### config.mk
export PLATFORM = sky130hd
export DESIGN_NAME = wlt_mr2_top
export DESIGN_NICKNAME = d
export VERILOG_FILES = /design/src/rtl/wlt_pkg.sv /design/src/rtl/wlt_ctrl.sv /design/src/rtl/wlt_datapath.sv /design/src/rtl/wlt_mr2_top.sv
export SDC_FILE = /design/constraint.sdc
export NUM_CORES = 1
export LEC_CHECK = 0
export BUFFER_PORTS_ARGS = -buffer_cell sky130_fd_sc_hd__buf_4
export CAP_MARGIN = 20
export CORE_MARGIN = 5
export CORE_UTILIZATION = 35
export CTS_BUF_LIST = sky130_fd_sc_hd__clkbuf_8
export CTS_CLUSTER_DIAMETER = 200
export DETAILED_ROUTE_END_ITERATION = 10
export GPL_TIMING_DRIVEN = 0
export MAX_ROUTING_LAYER = met4
export PLACE_DENSITY = 0.68
export RECOVER_POWER = 25
export SYNTH_ARGS = -nofsm -noshare
export SYNTH_HDL_FRONTEND = slang
export SYNTH_SLANG_ARGS = --single-unit
### constraint.sdc
create_clock -name clk -period 1.81 [get_ports clk]
set_input_delay 0 -clock clk [delete_from_list [all_inputs] [get_ports clk]]
set_output_delay 0 -clock clk [all_outputs]
set_load 0.005 [all_outputs]
### src/rtl/wlt_pkg.sv
package wlt_pkg;

  // strobes from command decode to the datapath, at most one per edge
  typedef struct packed {
    logic mrsLoad;
    logic mrsReject;
    logic wrIssue;
  } ctlStrobe_t;

  typedef enum logic [1:0] {
    TERM_NONE  = 2'd0,
    TERM_NOM   = 2'd1,
    TERM_WR_Q4 = 2'd2,
    TERM_WR_Q2 = 2'd3
  } termSel_e;

  localparam int MIN_CWL   = 5;
  localparam int MAX_CWL   = 8;
  localparam int NUM_BANKS = 8;

endpackage

### src/rtl/wlt_ctrl.sv
module wlt_ctrl
  import wlt_pkg::*;
#(
  parameter int ADDR_W = 14,
  parameter int BANK_W = 3
) (
  input  logic              clk,
  input  logic              rstN,
  input  logic              csN,
  input  logic              rasN,
  input  logic              casN,
  input  logic              weN,
  input  logic [BANK_W-1:0] bank,
  input  logic [ADDR_W-1:0] addr,
  output ctlStrobe_t        strobe
);

  logic isMrs;
  logic isWrite;
  logic hitMr2;
  logic rsvdBits;
  logic rsvdCode;

  assign isMrs   = !csN && !rasN && !casN && !weN;
  assign isWrite = !csN &&  rasN && !casN && !weN;
  assign hitMr2  = isMrs && bank[1] && !bank[0];

  // reserved-for-future bits that must read zero
  assign rsvdBits = bank[2] || addr[8] || (|addr[13:11]);
  // latency codes 100..111 and termination code 11 are reserved
  assign rsvdCode = addr[5] || (addr[10:9] == 2'b11);

  always_comb begin
    strobe           = '0;
    strobe.wrIssue   = isWrite;
    strobe.mrsLoad   = hitMr2 && !(rsvdBits || rsvdCode);
    strobe.mrsReject = hitMr2 &&  (rsvdBits || rsvdCode);
  end

  // a single edge decodes into at most one action
  a_r1_one_action: assert property (@(posedge clk) disable iff (!rstN)
    $onehot0({strobe.mrsLoad, strobe.mrsReject, strobe.wrIssue}));

  // only an MR2 target may load fields
  a_r1_mr2_only: assert property (@(posedge clk) disable iff (!rstN)
    strobe.mrsLoad |-> (bank[1:0] == 2'b10));

endmodule

### src/rtl/wlt_datapath.sv
module wlt_datapath
  import wlt_pkg::*;
#(
  parameter int ADDR_W = 14,
  parameter int MAX_AL = 7,
  parameter int AL_W   = $clog2(MAX_AL + 1)
) (
  input  logic                 clk,
  input  logic                 rstN,
  input  ctlStrobe_t           strobe,
  input  logic [ADDR_W-1:0]    addr,
  input  logic [AL_W-1:0]      addLat,
  input  logic                 levelMode,
  input  logic                 nomTermEn,
  output logic [3:0]           cwlCycles,
  output logic [1:0]           rttWrSel,
  output logic                 autoSelfRef,
  output logic                 extTempSr,
  output logic [NUM_BANKS-1:0] srBankMask,
  output logic                 cfgError,
  output logic                 wrDataValid,
  output logic [1:0]           termSel
);

  localparam int MAX_WL = MAX_AL + MAX_CWL;
  localparam int WL_W   = $clog2(MAX_WL + 1);

  logic [1:0] cwlCode;
  logic [1:0] rttCode;
  logic       asrBit;
  logic       srtBit;
  logic [2:0] pasrCode;
  logic       errSticky;

  // ---------------- field capture ----------------
  always_ff @(posedge clk) begin
    if (!rstN) begin
      cwlCode   <= 2'd0;
      rttCode   <= 2'd0;
      asrBit    <= 1'b0;
      srtBit    <= 1'b0;
      pasrCode  <= 3'd0;
      errSticky <= 1'b0;
    end else begin
      if (strobe.mrsLoad) begin
        cwlCode  <= addr[4:3];
        rttCode  <= addr[10:9];
        asrBit   <= addr[6];
        srtBit   <= addr[7];
        pasrCode <= addr[2:0];
      end
      if (strobe.mrsReject) begin
        errSticky <= 1'b1;
      end
    end
  end

  always_comb begin
    unique case (pasrCode)
      3'b000:  srBankMask = 8'hFF;
      3'b001:  srBankMask = 8'h0F;
      3'b010:  srBankMask = 8'h03;
      3'b011:  srBankMask = 8'h01;
      3'b100:  srBankMask = 8'hFC;
      3'b101:  srBankMask = 8'hF0;
      3'b110:  srBankMask = 8'hC0;
      default: srBankMask = 8'h80;
    endcase
  end

  assign cwlCycles   = 4'(MIN_CWL) + {2'b00, cwlCode};
  assign rttWrSel    = rttCode;
  assign autoSelfRef = asrBit;
  assign extTempSr   = srtBit;
  assign cfgError    = errSticky;

  // ---------------- write-latency pipeline ----------------
  // a write lands in slot WL and walks down one slot per edge;
  // slot 0 is the data-valid cycle
  logic [WL_W-1:0]   wlNow;
  logic [MAX_WL:0]   slotQ;
  logic [MAX_WL:0]   slotD;

  assign wlNow = WL_W'(addLat) + WL_W'(MIN_CWL) + WL_W'(cwlCode);

  for (genvar i = 0; i <= MAX_WL; i++) begin : g_slot
    if (i == MAX_WL) begin : g_head
      assign slotD[i] = strobe.wrIssue && (wlNow == WL_W'(i));
    end else begin : g_body
      assign slotD[i] = slotQ[i+1] || (strobe.wrIssue && (wlNow == WL_W'(i)));
    end
  end

  always_ff @(posedge clk) begin
    if (!rstN) slotQ <= '0;
    else       slotQ <= slotD;
  end

  assign wrDataValid = slotQ[0];

  // ---------------- termination select ----------------
  logic winActive;
  assign winActive = |slotQ;

  always_comb begin
    termSel = nomTermEn ? TERM_NOM : TERM_NONE;
    if (winActive && !levelMode && (rttCode != 2'b00)) begin
      termSel = (rttCode == 2'b01) ? TERM_WR_Q4 : TERM_WR_Q2;
    end
  end

  // a rejected request leaves the captured fields alone
  a_r6_keep_fields: assert property (@(posedge clk) disable iff (!rstN)
    strobe.mrsReject |=> $stable({cwlCode, rttCode, asrBit, srtBit, pasrCode}));

  // the error flag never clears outside reset
  a_r6_err_sticky: assert property (@(posedge clk) disable iff (!rstN)
    cfgError |=> cfgError);

  // the reserved termination code is never captured
  a_r3_no_rsvd_rtt: assert property (@(posedge clk) disable iff (!rstN)
    rttWrSel != 2'b11);

  // write-leveling keeps dynamic termination away
  a_r12_level_nominal: assert property (@(posedge clk) disable iff (!rstN)
    levelMode |-> (termSel == TERM_NONE || termSel == TERM_NOM));

  // a strobe is always preceded by an occupied pipeline
  a_r8_strobe_has_source: assert property (@(posedge clk) disable iff (!rstN)
    wrDataValid |-> $past(slotQ[1]));

  // some bank always stays in self-refresh
  a_r5_mask_nonzero: assert property (@(posedge clk) disable iff (!rstN)
    srBankMask != '0);

endmodule

### src/rtl/wlt_mr2_top.sv
module wlt_mr2_top
  import wlt_pkg::*;
#(
  parameter int MAX_AL = 7,
  localparam int AL_W  = $clog2(MAX_AL + 1)
) (
  input  logic            clk,
  input  logic            rstN,
  input  logic            csN,
  input  logic            rasN,
  input  logic            casN,
  input  logic            weN,
  input  logic [2:0]      bank,
  input  logic [13:0]     addr,
  input  logic [AL_W-1:0] addLat,
  input  logic            levelMode,
  input  logic            nomTermEn,
  output logic [3:0]      cwlCycles,
  output logic [1:0]      rttWrSel,
  output logic            autoSelfRef,
  output logic            extTempSr,
  output logic [7:0]      srBankMask,
  output logic            cfgError,
  output logic            wrDataValid,
  output logic [1:0]      termSel
);

  ctlStrobe_t strobe;

  wlt_ctrl #(
    .ADDR_W(14),
    .BANK_W(3)
  ) ctrl_i (
    .clk   (clk),
    .rstN  (rstN),
    .csN   (csN),
    .rasN  (rasN),
    .casN  (casN),
    .weN   (weN),
    .bank  (bank),
    .addr  (addr),
    .strobe(strobe)
  );

  wlt_datapath #(
    .ADDR_W(14),
    .MAX_AL(MAX_AL),
    .AL_W  (AL_W)
  ) dp_i (
    .clk        (clk),
    .rstN       (rstN),
    .strobe     (strobe),
    .addr       (addr),
    .addLat     (addLat),
    .levelMode  (levelMode),
    .nomTermEn  (nomTermEn),
    .cwlCycles  (cwlCycles),
    .rttWrSel   (rttWrSel),
    .autoSelfRef(autoSelfRef),
    .extTempSr  (extTempSr),
    .srBankMask (srBankMask),
    .cfgError   (cfgError),
    .wrDataValid(wrDataValid),
    .termSel    (termSel)
  );

endmodule

==> impl_results.md <==
* Crit path max fanout at 4
* Number of fill cells at between 300 and 400
* Failing checks: hold timing
* Worst-path clk slew at about 80 ps
* Sequential cell area at about 520 um^2
* Syn_area_per_cell at 9.44 um^2
* Main synth FF type: dfxtp_1
* Vias in the first global route at ~1.1k
* Arrival @ worst endpoint at roughly 1900 ps
* Area Overhead vs Synth at 44.9%
* I/O pin cnt at 48
* Lkg Pwr at ~0.75 nW
* Cells after DPL at 218
* Placed Area at approximately 1600 um^2
* Top cells by area, synth: dfxtp_1 (44%), mux2i_1 (7.6%), nand2_1 (5.7%)
* Top-area cell type share of the netlist area at around 44%
* Num CTS Buffers at 3
* Global route overflow at 0
* Synth unique cells at 31
* Grt met1 use at between 10% and 20%
* Mapped cell area at approximately 1200 um^2
* Worst path cell trace: inv_1, ha_1, fa_2, nand4b_1, o21ai_0
* Unrepaired setup endpoints after global routing: no
* Pre-antenna DRT Iters at 4
* Hold WC Path Type: in2reg
* Hold slack at -1.68 ps
* Multi-input gate area at roughly 610 um^2
* Critical path class: reg2reg
* Synth area leader: dfxtp_1
* Number of antenna diodes at 0
* Post-synth top cells: dfxtp_1 (26), nand2_1 (18), o21ai_0 (13), mux2i_1 (9), nor2b_1 (9)
* PwrDens at between 600 and 700 nW/um^2
* Hold Fails Final Rpt at 1
* CTS tree: built
* Dpl hpwl at around 2400 um
* Core ar. at 3310 um^2
* Grt met2 use at between 20% and 30%
* Die ar. at 4630 um^2
* Fin. max-slew vios at 0
* Relative slew slack at roughly 73%
* Status: finished, violations left
* Ys Warns at 0
* Design area at roughly 1700 um^2
* Vias post-DR at ~1.1k
* Worst-margin pin slew at about 400 ps
* Global-route wire length before repair at 4620 um
* Initial DRC Count at 13
* CTS root buf: clkbuf_8
* Post-synth EDFFs at 0
* Synthesis-stage register bit count at 26
* Fmax at between 500 and 600 MHz
* Peak VDD IR at 0.329 mV
* CP endpoint kind: flop
* Met3 Usage GRT at under 10%
* Layout cells sized above 1 at 33.5%
* Final wirelength at between 2000 and 3000 um
* Clock skew at approximately 1.0 ps
* GRT busiest layer: met2
* Post-CTS Setup Repair Bufs at 0
* Horiz. Die Dim at a little under 70 um
* Setup TNS at 0 ps
* Clock sink total at 26
* End-of-flow core utilization at roughly 52%
* Post-synthesis sequential area ratio at roughly 44%
* Port buffer count at 47
* Worst Path Required at about 2000 ps
* RD Place Congestion at about 0.80
* Period utilization at a little over nine tenths
* Fin nets at about 220
* Setup violations, final at 0
* Min Tclk post-route at 1710 ps
* Row cnt at 21
* Fraction of synthesis flops using an asynchronous set or reset pin at 0%
* Slowest CP cell: fa_2
* Synth Net Count at 157
* Starting Density at 35.6%
* Drt via density at roughly 4.8
* Largest net degree at the start of global routing at 15
* Worst-Skew Late Latency at approximately 260 ps
* Max H-tree Level at 1
* Non-Filler Instances at approximately 230
* Post-detailed-route wirelength per cell at 12.6 um
* Synth Instances at roughly 130
* Initial antenna violation count at 0
* Max incr delay on CP at 580 ps
* Vert. Die Dim at ~70 um
* Count leader, synth: dfxtp_1
* DRC viols at 0
* CP Launch Type: flop
* Worst-case clock buffer depth at 2
* Final ANT Viol Nets at 0
* Global Route Usage Sum at a little over an eighth
* Max-cap violations at 0
final timing paths:
check | start | end | slack [ps] | cells past startpoint
max reg2reg | dp_i.cwlCode[0] | dp_i.slotQ[1] | 100 | 5
min | addr[3] | dp_i.cwlCode[0] | -2 | 3
min reg2reg | dp_i.slotQ[9] | dp_i.slotQ[8] | 460 | 2
max | dp_i.cwlCode[0] | dp_i.slotQ[1] | 100 | 5
registers in the layout (all words and copies together), names as in the netlist:
| register | flops |
|---|---|
| dp_i.slotQ | 16 |
| dp_i.cfgError | 1 |
| dp_i.autoSelfRef | 1 |
| dp_i.rttWrSel | 2 |
| dp_i.pasrCode | 3 |
| dp_i.cwlCode | 2 |
| dp_i.extTempSr | 1 |
critical path, delay by kind of cell, from the launching register on:
kind | cells | cell delay (ps)
buf+inv | 1 | 50
flops | 1 | 350
compound gates | 1 | 230
simple gates | 1 | 220
fa+ha+maj | 2 | 780
stage by stage:
stage               setup WS [ps]  total power [mW]
floorplan                     150             0.634
global placement             55.0             0.695
detailed placement           17.6             0.698
CTS                          8.94              1.07
global route                 10.5              1.10
finish                       95.5              1.06
kinds of logic (layout without fill, tap and decap cells):
family          after synthesis  count (layout)  share of synthesized area [%]
compound gates               27              27                           13.9
xor+xnor                      1               1                          0.742
fa+ha+maj                     4               4                           4.88
buf+inv                      12              69                           4.88
flops                        26              26                           44.1
mux                           9               9                           7.64
simple gates                 46              46                           23.9
layout by cell type, fill, tap and decap left out, drive strengths merged, types with 2 or more instances in the layout:
cell and count:
nand2 19, nand4 2, o21a 2, clkbuf 16
ha 3, nor2b 9, buf 41, inv 6
mux2i 9, o21ai 13, a22o 4, nand4b 2
dfxtp 26, a21oi 5, nor4 5, and3 2
dlygate4sd3 6
layer usage:
| metal | wire (um) | vias up | part of all wire, % |
|---|---|---|---|
| li1 | - | 552 | - |
| met1 | 1210 | 493 | 42 |
| met2 | 1450 | 35 | 51 |
| met3 | 166 | 4 | 5.8 |
| met4 | 42 | 0 | 1.5 |
| met5 | 0 | - | 0 |
repair_timing:
action / 4_1_cts / 5_1_grt
gates resized for setup: 0 / 7
setup endpoints to repair: 0 / 16
hold buffers: 6 / 0
endpoints found under the hold margin: 6 / 0
area by class of cell:
| class | count | share of cell area [%] |
|---|---|---|
| well taps | 46 | 3.37 |
| multi-input cells | 87 | 35.6 |
| plain buffers | 6 | 2.05 |
| clock buffers | 4 | 3.22 |
| inverters | 6 | 1.32 |
| repair buffers | 53 | 23.9 |
| flip-flops and latches | 26 | 30.5 |
report_power, final:
group          total, mW  internal (mW)  switching, mW
Combinational      0.123         0.0711         0.0514
Sequential         0.574          0.573        0.00111
Clock              0.364          0.194          0.170
Power figures use the tool's default switching activity.
